==> config.mk <==
export PLATFORM = sky130hd
export DESIGN_NAME = hs_fifo
export DESIGN_NICKNAME = d
export VERILOG_FILES = /design/src/rtl/hs_fifo_pkg.sv /design/src/rtl/hs_fifo_store.sv /design/src/rtl/hs_fifo_ctrl.sv /design/src/rtl/hs_fifo_occ.sv /design/src/rtl/hs_fifo.sv
export SDC_FILE = /design/constraint.sdc
export NUM_CORES = 1
export LEC_CHECK = 0
export ABC_AREA = 1
export BUFFER_PORTS_ARGS = -buffer_cell sky130_fd_sc_hd__buf_4
export CAP_MARGIN = 20
export CORE_MARGIN = 8
export CORE_UTILIZATION = 30
export CTS_CLUSTER_SIZE = 8
export DETAILED_ROUTE_END_ITERATION = 7
export PLACE_DENSITY = 0.54
export SKIP_LAST_GASP = 1
export SLEW_MARGIN = 20
export SYNTH_ARGS = -nofsm -noshare
export SYNTH_HDL_FRONTEND = slang
export SYNTH_SLANG_ARGS = --single-unit
==> constraint.sdc <==
create_clock -name clk_i -period 2.57 [get_ports clk_i]
set_clock_uncertainty 0.05 [all_clocks]
set_input_delay 0.1285 -clock clk_i [delete_from_list [all_inputs] [get_ports clk_i]]
set_output_delay 0.1285 -clock clk_i [all_outputs]
set_load 0.05 [all_outputs]
==> src/rtl/hs_fifo_pkg.sv <==
package hs_fifo_pkg;

  // Next index in a ring of the given length.
  function automatic int unsigned wrap_inc(int unsigned idx, int unsigned len);
    return (idx + 1 >= len) ? 0 : idx + 1;
  endfunction

  typedef struct packed {
    logic push;
    logic pop;
  } xfer_t;

endpackage

==> src/rtl/hs_fifo_store.sv <==
module hs_fifo_store #(
  parameter int unsigned DEPTH     = 4,
  parameter int unsigned WIDTH     = 8,
  parameter int unsigned AW        = 2,
  parameter bit          ZERO_INIT = 1'b0
) (
  input  logic             clk_i,
  input  logic             rst_ni,
  input  logic             we_i,
  input  logic [AW-1:0]    waddr_i,
  input  logic [WIDTH-1:0] wdata_i,
  input  logic [AW-1:0]    raddr_i,
  output logic [WIDTH-1:0] rdata_o
);

  logic [WIDTH-1:0] mem_q [DEPTH];

  generate
    if (ZERO_INIT) begin : g_clr
      always_ff @(posedge clk_i or negedge rst_ni) begin
        if (!rst_ni) begin
          for (int k = 0; k < DEPTH; k++) mem_q[k] <= '0;
        end else if (we_i) begin
          mem_q[waddr_i] <= wdata_i;
        end
      end
    end else begin : g_raw
      logic unused_rst;
      assign unused_rst = rst_ni;
      always_ff @(posedge clk_i) begin
        if (we_i) mem_q[waddr_i] <= wdata_i;
      end
    end
  endgenerate

  assign rdata_o = mem_q[raddr_i];

endmodule

==> src/rtl/hs_fifo_ctrl.sv <==
module hs_fifo_ctrl
  import hs_fifo_pkg::*;
#(
  parameter int unsigned DEPTH = 4,
  parameter int unsigned AW    = 2,
  parameter int unsigned CW    = 3
) (
  input  logic          clk_i,
  input  logic          rst_ni,
  input  xfer_t         xfer_i,
  output logic [AW-1:0] wr_ptr_o,
  output logic [AW-1:0] rd_ptr_o,
  output logic [CW-1:0] cnt_o
);

  always_ff @(posedge clk_i or negedge rst_ni) begin
    if (!rst_ni) begin
      wr_ptr_o <= '0;
      rd_ptr_o <= '0;
      cnt_o    <= '0;
    end else begin
      if (xfer_i.push) wr_ptr_o <= AW'(wrap_inc(32'(wr_ptr_o), DEPTH));
      if (xfer_i.pop)  rd_ptr_o <= AW'(wrap_inc(32'(rd_ptr_o), DEPTH));
      unique case ({xfer_i.push, xfer_i.pop})
        2'b10:   cnt_o <= cnt_o + 1'b1;
        2'b01:   cnt_o <= cnt_o - 1'b1;
        default: cnt_o <= cnt_o;
      endcase
    end
  end

endmodule

==> src/rtl/hs_fifo_occ.sv <==
module hs_fifo_occ #(
  parameter int unsigned DEPTH   = 4,
  parameter int unsigned CW      = 3,
  parameter bit          USE_OCC = 1'b1
) (
  input  logic [CW-1:0] cnt_i,
  input  logic [CW-1:0] thr_i,
  output logic [CW-1:0] occ_o,
  output logic          afull_o,
  output logic          aempty_o
);

  localparam logic [CW:0] DEPTH_W = (CW+1)'(DEPTH);

  generate
    if (USE_OCC) begin : g_on
      logic [CW:0] sum;
      assign sum      = {1'b0, cnt_i} + {1'b0, thr_i};
      assign occ_o    = cnt_i;
      assign afull_o  = (sum >= DEPTH_W);
      assign aempty_o = (cnt_i <= thr_i);
    end else begin : g_off
      logic unused_occ;
      assign unused_occ = ^{cnt_i, thr_i};
      assign occ_o    = '0;
      assign afull_o  = 1'b0;
      assign aempty_o = 1'b0;
    end
  endgenerate

endmodule

==> src/rtl/hs_fifo.sv <==
module hs_fifo
  import hs_fifo_pkg::*;
#(
  parameter int unsigned DEPTH      = 4,
  parameter int unsigned WIDTH      = 8,
  parameter bit          SYNC_VALID = 1'b0,
  parameter bit          SYNC_READY = 1'b0,
  parameter bit          USE_OCC    = 1'b1,
  parameter bit          ZERO_INIT  = 1'b0,
  localparam int unsigned AW = (DEPTH > 1) ? $clog2(DEPTH) : 1,
  localparam int unsigned CW = $clog2(DEPTH + 1)
) (
  input  logic             clk_i,
  input  logic             rst_ni,
  input  logic             put_i,
  input  logic [WIDTH-1:0] put_data_i,
  output logic             ready_o,
  output logic             req_o,
  output logic [WIDTH-1:0] data_o,
  input  logic             get_i,
  input  logic [CW-1:0]    thr_i,
  output logic [CW-1:0]    occ_o,
  output logic             afull_o,
  output logic             aempty_o
);

  localparam logic [CW-1:0] FULL_C = CW'(DEPTH);

  logic [AW-1:0]    wr_ptr, rd_ptr;
  logic [CW-1:0]    cnt_q;
  logic [WIDTH-1:0] head, last_q;
  logic             empty, full, direct, push, pop, bypass;
  xfer_t            xfer;

  assign empty = (cnt_q == '0);
  assign full  = (cnt_q == FULL_C);

  generate
    if (SYNC_READY) begin : g_rdy_reg
      assign ready_o = ~full;
    end else begin : g_rdy_comb
      // a get this cycle frees a slot for a same-cycle put
      assign ready_o = ~full | get_i;
    end
    if (SYNC_VALID) begin : g_vld_reg
      assign direct = 1'b0;
    end else begin : g_vld_comb
      assign direct = empty & put_i;
    end
  endgenerate

  assign req_o  = ~empty | direct;
  assign data_o = ~empty ? head : (direct ? put_data_i : last_q);

  assign push   = put_i & ready_o;
  assign pop    = get_i & req_o;
  assign bypass = direct & pop;

  assign xfer.push = push & ~bypass;
  assign xfer.pop  = pop & ~bypass;

  always_ff @(posedge clk_i or negedge rst_ni) begin
    if (!rst_ni)  last_q <= '0;
    else if (pop) last_q <= data_o;
  end

  hs_fifo_ctrl #(
    .DEPTH(DEPTH), .AW(AW), .CW(CW)
  ) u_ctrl (
    .clk_i   (clk_i),
    .rst_ni  (rst_ni),
    .xfer_i  (xfer),
    .wr_ptr_o(wr_ptr),
    .rd_ptr_o(rd_ptr),
    .cnt_o   (cnt_q)
  );

  hs_fifo_store #(
    .DEPTH(DEPTH), .WIDTH(WIDTH), .AW(AW), .ZERO_INIT(ZERO_INIT)
  ) u_store (
    .clk_i  (clk_i),
    .rst_ni (rst_ni),
    .we_i   (xfer.push),
    .waddr_i(wr_ptr),
    .wdata_i(put_data_i),
    .raddr_i(rd_ptr),
    .rdata_o(head)
  );

  hs_fifo_occ #(
    .DEPTH(DEPTH), .CW(CW), .USE_OCC(USE_OCC)
  ) u_occ (
    .cnt_i   (cnt_q),
    .thr_i   (thr_i),
    .occ_o   (occ_o),
    .afull_o (afull_o),
    .aempty_o(aempty_o)
  );

endmodule

After elaboration in Yosys (flattened, before gate mapping)
Memory sizes are Yosys's and may differ from the RTL's.
Cells that the tools add are included.
- bits in writable memories: 32
- bits of input ports: 15
- memories: 1
- bits in registers: 15
- word-level logic and storage cells: 37
- output and inout bits: 15
- memories (memory ; words ; width ; rd ports ; clocked after Yosys merged registers in ; write ports ; RTL line ; text):
    u_store.mem_q ; 4 ; 8 ; 1 ; 0 ; 1 ; hs_fifo_store.sv:16 ; logic [WIDTH-1:0] mem_q [DEPTH];
- equality and inequality tests: 3
- add/subtract/negate cells: 5
- bitwise operators: 11
- multiplexer cells: 7
- reductions and logical operators: 2
- order comparisons: 4
- operator list (kind ; count):
    8-bit two-way mux ; 2
    2-bit by 1-bit adder with 3-bit output, second input constant ; 2
    1-bit bitwise AND ; 6
    3-bit >= comparator, second input constant ; 2
    3-bit one-hot mux with 2 select lines ; 1
    3-bit by 3-bit adder with 4-bit output ; 1
    4-bit by 3-bit >= comparator with 1-bit output, second input constant ; 1
    2-bit two-way mux ; 2
    3-bit by 1-bit adder with 3-bit output, second input constant ; 1
    3-bit == test, second input constant ; 1
    3-bit <= comparator ; 1
    3-bit logical NOT ; 1
    1-bit inverter ; 3
    3-bit by 1-bit subtractor with 3-bit output, second input constant ; 1
    2-bit by 1-bit == test with 1-bit output, second input constant ; 1
    2-bit == test, second input constant ; 1
    1-bit two-way mux ; 2
    1-bit OR ; 2
    2-bit nonzero test ; 1

Logic depth before layout (Yosys ltp)
- depth in word-level cells: 9
- mapped depth: 10
- mapped depth without buffers: 10

Modules after synthesis
Synthesis repeated with hierarchy kept, for this count alone.
- cells, all modules: 273
- area total of the unflattened synthesis: 2464.9 µm²
- by module, submodules not included (module ; instances ; cells each ; area an instance (µm²)):
    hs_fifo_store ; 1 ; 133 ; 1387.6
    hs_fifo ; 1 ; 81 ; 576.8
    hs_fifo_ctrl ; 1 ; 38 ; 350.3
    hs_fifo_occ ; 1 ; 21 ; 150.1

Worst setup path before layout
No wires, ideal clock.
- path kind: register -> register
- start: reg u_ctrl.cnt_o[1]
- end: reg u_ctrl.cnt_o[2]
- buffers on the path: 0
- stages on the path, launching flop included: 10
- slack: -51 ps
- arrival: 2441 ps
- data required time: 2389 ps
- cells stage by stage: dfrtp_1 > nor2_8 > nand3_2 > o211ai_4 > ha_1 > inv_1 > fa_1 > a21oi_1 > o21ai_0 > xor2_1
- elaborated cells on any way between the ends: 19
- RTL lines (what ; RTL line ; text):
    start, declared ; hs_fifo_ctrl.sv:13 ; output logic [CW-1:0] cnt_o
    start signal, assigned ; hs_fifo_ctrl.sv:25 ; 2'b10: cnt_o <= cnt_o + 1'b1;
    start signal, assigned ; hs_fifo_ctrl.sv:26 ; 2'b01: cnt_o <= cnt_o - 1'b1;
    start signal, assigned ; hs_fifo_ctrl.sv:27 ; default: cnt_o <= cnt_o;
    3-bit == test (*) ; hs_fifo.sv:36 ; assign full = (cnt_q == FULL_C);
    1-bit inverter (*) ; hs_fifo.sv:43 ; assign ready_o = ~full | get_i;
    1-bit OR (*) ; hs_fifo.sv:43 ;
    via ready_o ; hs_fifo.sv:17 ; output logic ready_o,
    1-bit bitwise AND (*) ; hs_fifo.sv:55 ; assign push = put_i & ready_o;
    1-bit bitwise AND (*) ; hs_fifo.sv:59 ; assign xfer.push = push & ~bypass;
    2-bit by 1-bit == test with 1-bit output / 2-bit == test (equally long branches) ; hs_fifo_ctrl.sv:24 ; unique case ({xfer_i.push, xfer_i.pop})
    3-bit one-hot mux with 2 select lines / 2-bit nonzero test (equally long branches) ; -- ;
The timed path passes the listed nets; every way through them passes the cells marked *.
A chain may end at the register's enable or synchronous reset.

Worst setup path after layout
- start: reg u_ctrl.cnt_o[1]
- end: reg u_ctrl.cnt_o[2]
- longest elaborated chain between the ends: 9
- elaborated cells on any way between the ends: 19
- RTL lines (what ; RTL line ; text):
    3-bit logical NOT ; hs_fifo.sv:35 ; assign empty = (cnt_q == '0);
    1-bit bitwise AND / 1-bit inverter (equally long branches) ; -- ;
    1-bit OR ; hs_fifo.sv:52 ; assign req_o = ~empty | direct;
    1-bit bitwise AND ; hs_fifo.sv:56 ; assign pop = get_i & req_o;
    1-bit bitwise AND ; hs_fifo.sv:57 ; assign bypass = direct & pop;
    1-bit inverter ; hs_fifo.sv:59, hs_fifo.sv:60 ;
    1-bit bitwise AND (on tied branches) ; hs_fifo.sv:60, hs_fifo.sv:59 ;
    2-bit by 1-bit == test with 1-bit output / 2-bit == test (equally long branches) ; hs_fifo_ctrl.sv:24 ;
    3-bit one-hot mux with 2 select lines / 2-bit nonzero test (equally long branches) ; -- ;
Parallel ways exist; a longest one is shown, timed or not.

==> run_summary.xml <==
<?xml version="1.0" encoding="UTF-8"?>
<metrics>
  <group name="layout">
    <metric name="syn2layout_area_growth" unit="%">22.06</metric>
    <metric name="n_antenna_cell" unit="">0</metric>
    <metric name="fin_nets" unit="">357</metric>
    <metric name="post-route-cell-area" unit="um2">3129</metric>
    <metric name="drive_above_1_share" unit="%">20.00</metric>
    <metric name="utilization" unit="%">37.89</metric>
  </group>
  <group name="die">
    <metric name="floorplan.io_pins" unit="">30</metric>
    <metric name="die_h" unit="um">108.4</metric>
    <metric name="die_x" unit="um">108.4</metric>
    <metric name="core.rowCount" unit="">33</metric>
    <metric name="core_ar" unit="um2">8258</metric>
    <metric name="floorplan.initialDensity" unit="%">31.05</metric>
    <metric name="die_area" unit="um2">11760</metric>
  </group>
  <group name="route">
    <metric name="via_count" unit="">1914</metric>
    <metric name="first_pass_iters" unit="">4</metric>
    <metric name="wl_per_cell" unit="um">13.41</metric>
    <metric name="postRouteAntennaNets" unit="">0</metric>
    <metric name="drt_initial_violations" unit="">77</metric>
    <metric name="routed_wirelength" unit="mm">5.832</metric>
    <metric name="post_route_drc" unit="">0</metric>
    <metric name="viasPerCell" unit="">4.400</metric>
  </group>
  <group name="global_routing">
    <metric name="vias_in_the_first_global_route" unit="">1958</metric>
    <metric name="grt_first_pass_wirelength" unit="mm">9.853</metric>
    <metric name="gr-usage-all-layers" unit="%">10.77</metric>
    <metric name="maximum_number_of_pins_on_one_net_before_global_route_repair" unit="">18</metric>
    <metric name="grt_antenna_before_repair" unit="">0</metric>
    <metric name="grt_overflow" unit="">0</metric>
  </group>
  <group name="sta">
    <metric name="finalSetupTns" unit="ps">0</metric>
    <metric name="worstMarginPinSlew" unit="ps">416.3</metric>
    <metric name="fmaxAchievable" unit="MHz">439.5</metric>
    <metric name="post-route-min-period" unit="ps">2275</metric>
    <metric name="fin_crit_sh" unit="%">88.53</metric>
    <metric name="grt_setup_unrepaired" unit="">false</metric>
    <metric name="timing.final.setup_violations" unit="">0</metric>
    <metric name="max-slew-margin-rel" unit="%">72.25</metric>
    <metric name="post-route-worst-setup-slack" unit="ps">294.8</metric>
    <metric name="hold_viol" unit="">0</metric>
    <metric name="timing_max_transition_violations_final" unit="">0</metric>
  </group>
  <group name="logic_synthesis">
    <metric name="number_of_enable_flip_flop_cells_after_synthesis" unit="">32</metric>
    <metric name="ys_types" unit="">27</metric>
    <metric name="ys.warnings.count" unit="">0</metric>
    <metric name="post_synth_inst_count" unit="">284</metric>
    <metric name="yosys_register_bits" unit="">47</metric>
    <metric name="synth.avg_cell_area" unit="um2">9.027</metric>
    <metric name="ys_seq_area_share" unit="%">52.12</metric>
    <metric name="yosys_most_used_dff" unit="">sky130_fd_sc_hd__edfxtp_1</metric>
    <metric name="synthArstFlopShare" unit="%">31.91</metric>
    <metric name="netlist_area_before_placement" unit="um2">2564</metric>
    <metric name="syn-num-nets" unit="">312</metric>
  </group>
  <group name="place">
    <metric name="pre_cts_slack" unit="ps">298.3</metric>
    <metric name="placement.io_buffers" unit="">29</metric>
    <metric name="place_congestion" unit="">0.7834</metric>
    <metric name="place_hpwl" unit="mm">4.245</metric>
    <metric name="detailed_place.area" unit="um2">2934</metric>
  </group>
  <group name="clocking">
    <metric name="ctsHtreeMaxLevel" unit="">2</metric>
    <metric name="clock_tree_from_tritoncts" unit="">yes</metric>
    <metric name="cts_setup_buffers" unit="">0</metric>
    <metric name="cts.sinks" unit="">47</metric>
    <metric name="clk_pin_slew" unit="ps">90</metric>
    <metric name="numCtsBuffers" unit="">5</metric>
    <metric name="max-clock-path-buffers" unit="">2</metric>
    <metric name="cts.root.buffer_cell" unit="">sky130_fd_sc_hd__clkbuf_8</metric>
    <metric name="clock_insertion_delay_worst_skew" unit="ps">310</metric>
  </group>
  <group name="worst_setup_path">
    <metric name="criticalPathCategory" unit="">reg -&gt; reg</metric>
    <metric name="setup.worst_path.start_class" unit="">flip-flop</metric>
    <metric name="crit_fanout" unit="">10</metric>
    <metric name="critical_path_required" unit="ps">2710</metric>
    <metric name="worst_ep_arrival_time" unit="ps">2410</metric>
    <metric name="setup.worst_path.end_class" unit="">flip-flop</metric>
  </group>
  <group name="job">
    <metric name="maxCapViolations" unit="">0</metric>
  </group>
  <group name="power_and_ir_drop">
    <metric name="cellLeakagePower" unit="nW">1.531</metric>
    <metric name="p_per_area" unit="nW/um2">1287</metric>
    <metric name="ir_drop" unit="mV">0.8786</metric>
  </group>
  <group name="worst_hold_path">
    <metric name="hold_path.class" unit="">in -&gt; reg</metric>
  </group>
  <group name="run_status">
    <metric name="status" unit="">completed</metric>
  </group>
</metrics>
-- layout by cell type, fill, tap and decap left out, types with 2 or more instances in the layout --
cell type                       count
sky130_fd_sc_hd__a21oi_1            3
sky130_fd_sc_hd__nand2_8            2
sky130_fd_sc_hd__nand3_1           17
sky130_fd_sc_hd__clkbuf_8           5
sky130_fd_sc_hd__inv_4              3
sky130_fd_sc_hd__nor2_1             6
sky130_fd_sc_hd__nand2_1           92
sky130_fd_sc_hd__inv_1             51
sky130_fd_sc_hd__buf_4             37
sky130_fd_sc_hd__edfxtp_1          32
sky130_fd_sc_hd__nand2_2            8
sky130_fd_sc_hd__inv_2              3
sky130_fd_sc_hd__ha_1              12
sky130_fd_sc_hd__clkinv_1           2
sky130_fd_sc_hd__o21ai_0            6
sky130_fd_sc_hd__dlygate4sd3_1      8
sky130_fd_sc_hd__nand4_1           16
sky130_fd_sc_hd__dfrtp_1           15
-- final timing paths --
path,to,slack (ps),from,cells past startpoint
max,u_ctrl.cnt_o[2],290,u_ctrl.cnt_o[1],9
max in group asynchronous,last_q[6],2130,rst_ni,2
max reg2reg,u_ctrl.cnt_o[2],290,u_ctrl.cnt_o[1],9
min reg2reg,last_q[6],440,last_q[6],2
min in group asynchronous,u_ctrl.cnt_o[0],160,rst_ni,2
min,u_store.mem_q[2][3],8,put_data_i[3],1
-- cell usage after synthesis, types with 3 or more instances --
cell type | count | share of area, %
sky130_fd_sc_hd__nand2_2 | 8 | 2.0
sky130_fd_sc_hd__nand2_1 | 92 | 13
sky130_fd_sc_hd__edfxtp_1 | 32 | 37
sky130_fd_sc_hd__inv_1 | 51 | 7.5
sky130_fd_sc_hd__dfrtp_1 | 15 | 15
sky130_fd_sc_hd__buf_2 | 4 | 0.78
sky130_fd_sc_hd__inv_4 | 3 | 0.73
sky130_fd_sc_hd__a21oi_1 | 3 | 0.59
sky130_fd_sc_hd__nand3_1 | 17 | 3.3
sky130_fd_sc_hd__ha_1 | 12 | 5.9
sky130_fd_sc_hd__nor2_1 | 6 | 0.88
sky130_fd_sc_hd__nand4_1 | 16 | 3.9
sky130_fd_sc_hd__inv_2 | 3 | 0.44
sky130_fd_sc_hd__o21ai_0 | 6 | 1.2
-- per-stage QoR --
stage          power (mW)  hold WS [ps]  instances
2_1_floorplan       2.830        -217.1        284
3_3_place_gp        3.473        -52.17        419
3_5_place_dp        3.494        -50.61        419
4_1_cts             4.079         1.328        434
5_1_grt             4.335         6.410        435
6_report            4.029         8.089        435
-- cells by family (layout without fill, tap and decap cells) --
family | count (synthesis) | in the layout | share of synthesized area, %
buffers and inverters | 66 | 112 | 10.74
DFF | 47 | 47 | 52.12
xor gates and xnor gates | 2 | 2 | 0.6834
and+or+nand+nor | 146 | 146 | 27.23
AOI/OAI and AO/OA | 10 | 10 | 2.586
adders and majority gates | 13 | 13 | 6.637
-- routing by layer --
| layer | GRT usage, % | share of wire [%] |
|---|---|---|
| met1 | 13.33 | 47 |
| met4 | 4.203 | 1.7 |
| met5 | 0 | 0 |
| met3 | 2.796 | 4.2 |
| met2 | 17.57 | 47 |
-- registers in the layout, summed over array words and instances, names as in the netlist --
name / cells
u_ctrl.wr_ptr_o: 2
u_store.mem_q: 32
u_ctrl.cnt_o: 3
u_ctrl.rd_ptr_o: 2
last_q: 8
-- worst max-delay path, stage by stage (launching register included) --
cell	delay, ps
sky130_fd_sc_hd__dfrtp_1	510
sky130_fd_sc_hd__nor2_8	210
sky130_fd_sc_hd__nand2_8	100
sky130_fd_sc_hd__o211ai_4	250
sky130_fd_sc_hd__ha_1	200
sky130_fd_sc_hd__inv_1	70
sky130_fd_sc_hd__fa_1	380
sky130_fd_sc_hd__a21oi_1	140
sky130_fd_sc_hd__o21ai_0	110
sky130_fd_sc_hd__xor2_1	150
-- report_power, final --
part | switching (mW) | total (mW) | internal [mW]
Combinational | 1.57 | 2.27 | 0.702
Sequential | 0.162 | 1.20 | 1.03
Clock | 0.271 | 0.565 | 0.293
-- area by class of cell --
cell class                 instances  area, um2
inverter                          59      229.0
tap                              105      131.4
clock inverter                     3      46.29
fill                             839       5129
clock buffer                       5      68.82
multi-input combinational        171      959.7
sequential                        47       1336
timing repair buffer              45      357.8
-- what timing repair did --
item	4_1_cts	5_1_grt
gates resized for setup	0	0
hold buffers	7	1
endpoints found under the hold margin	39	4
(Power assumes the default switching activity.)
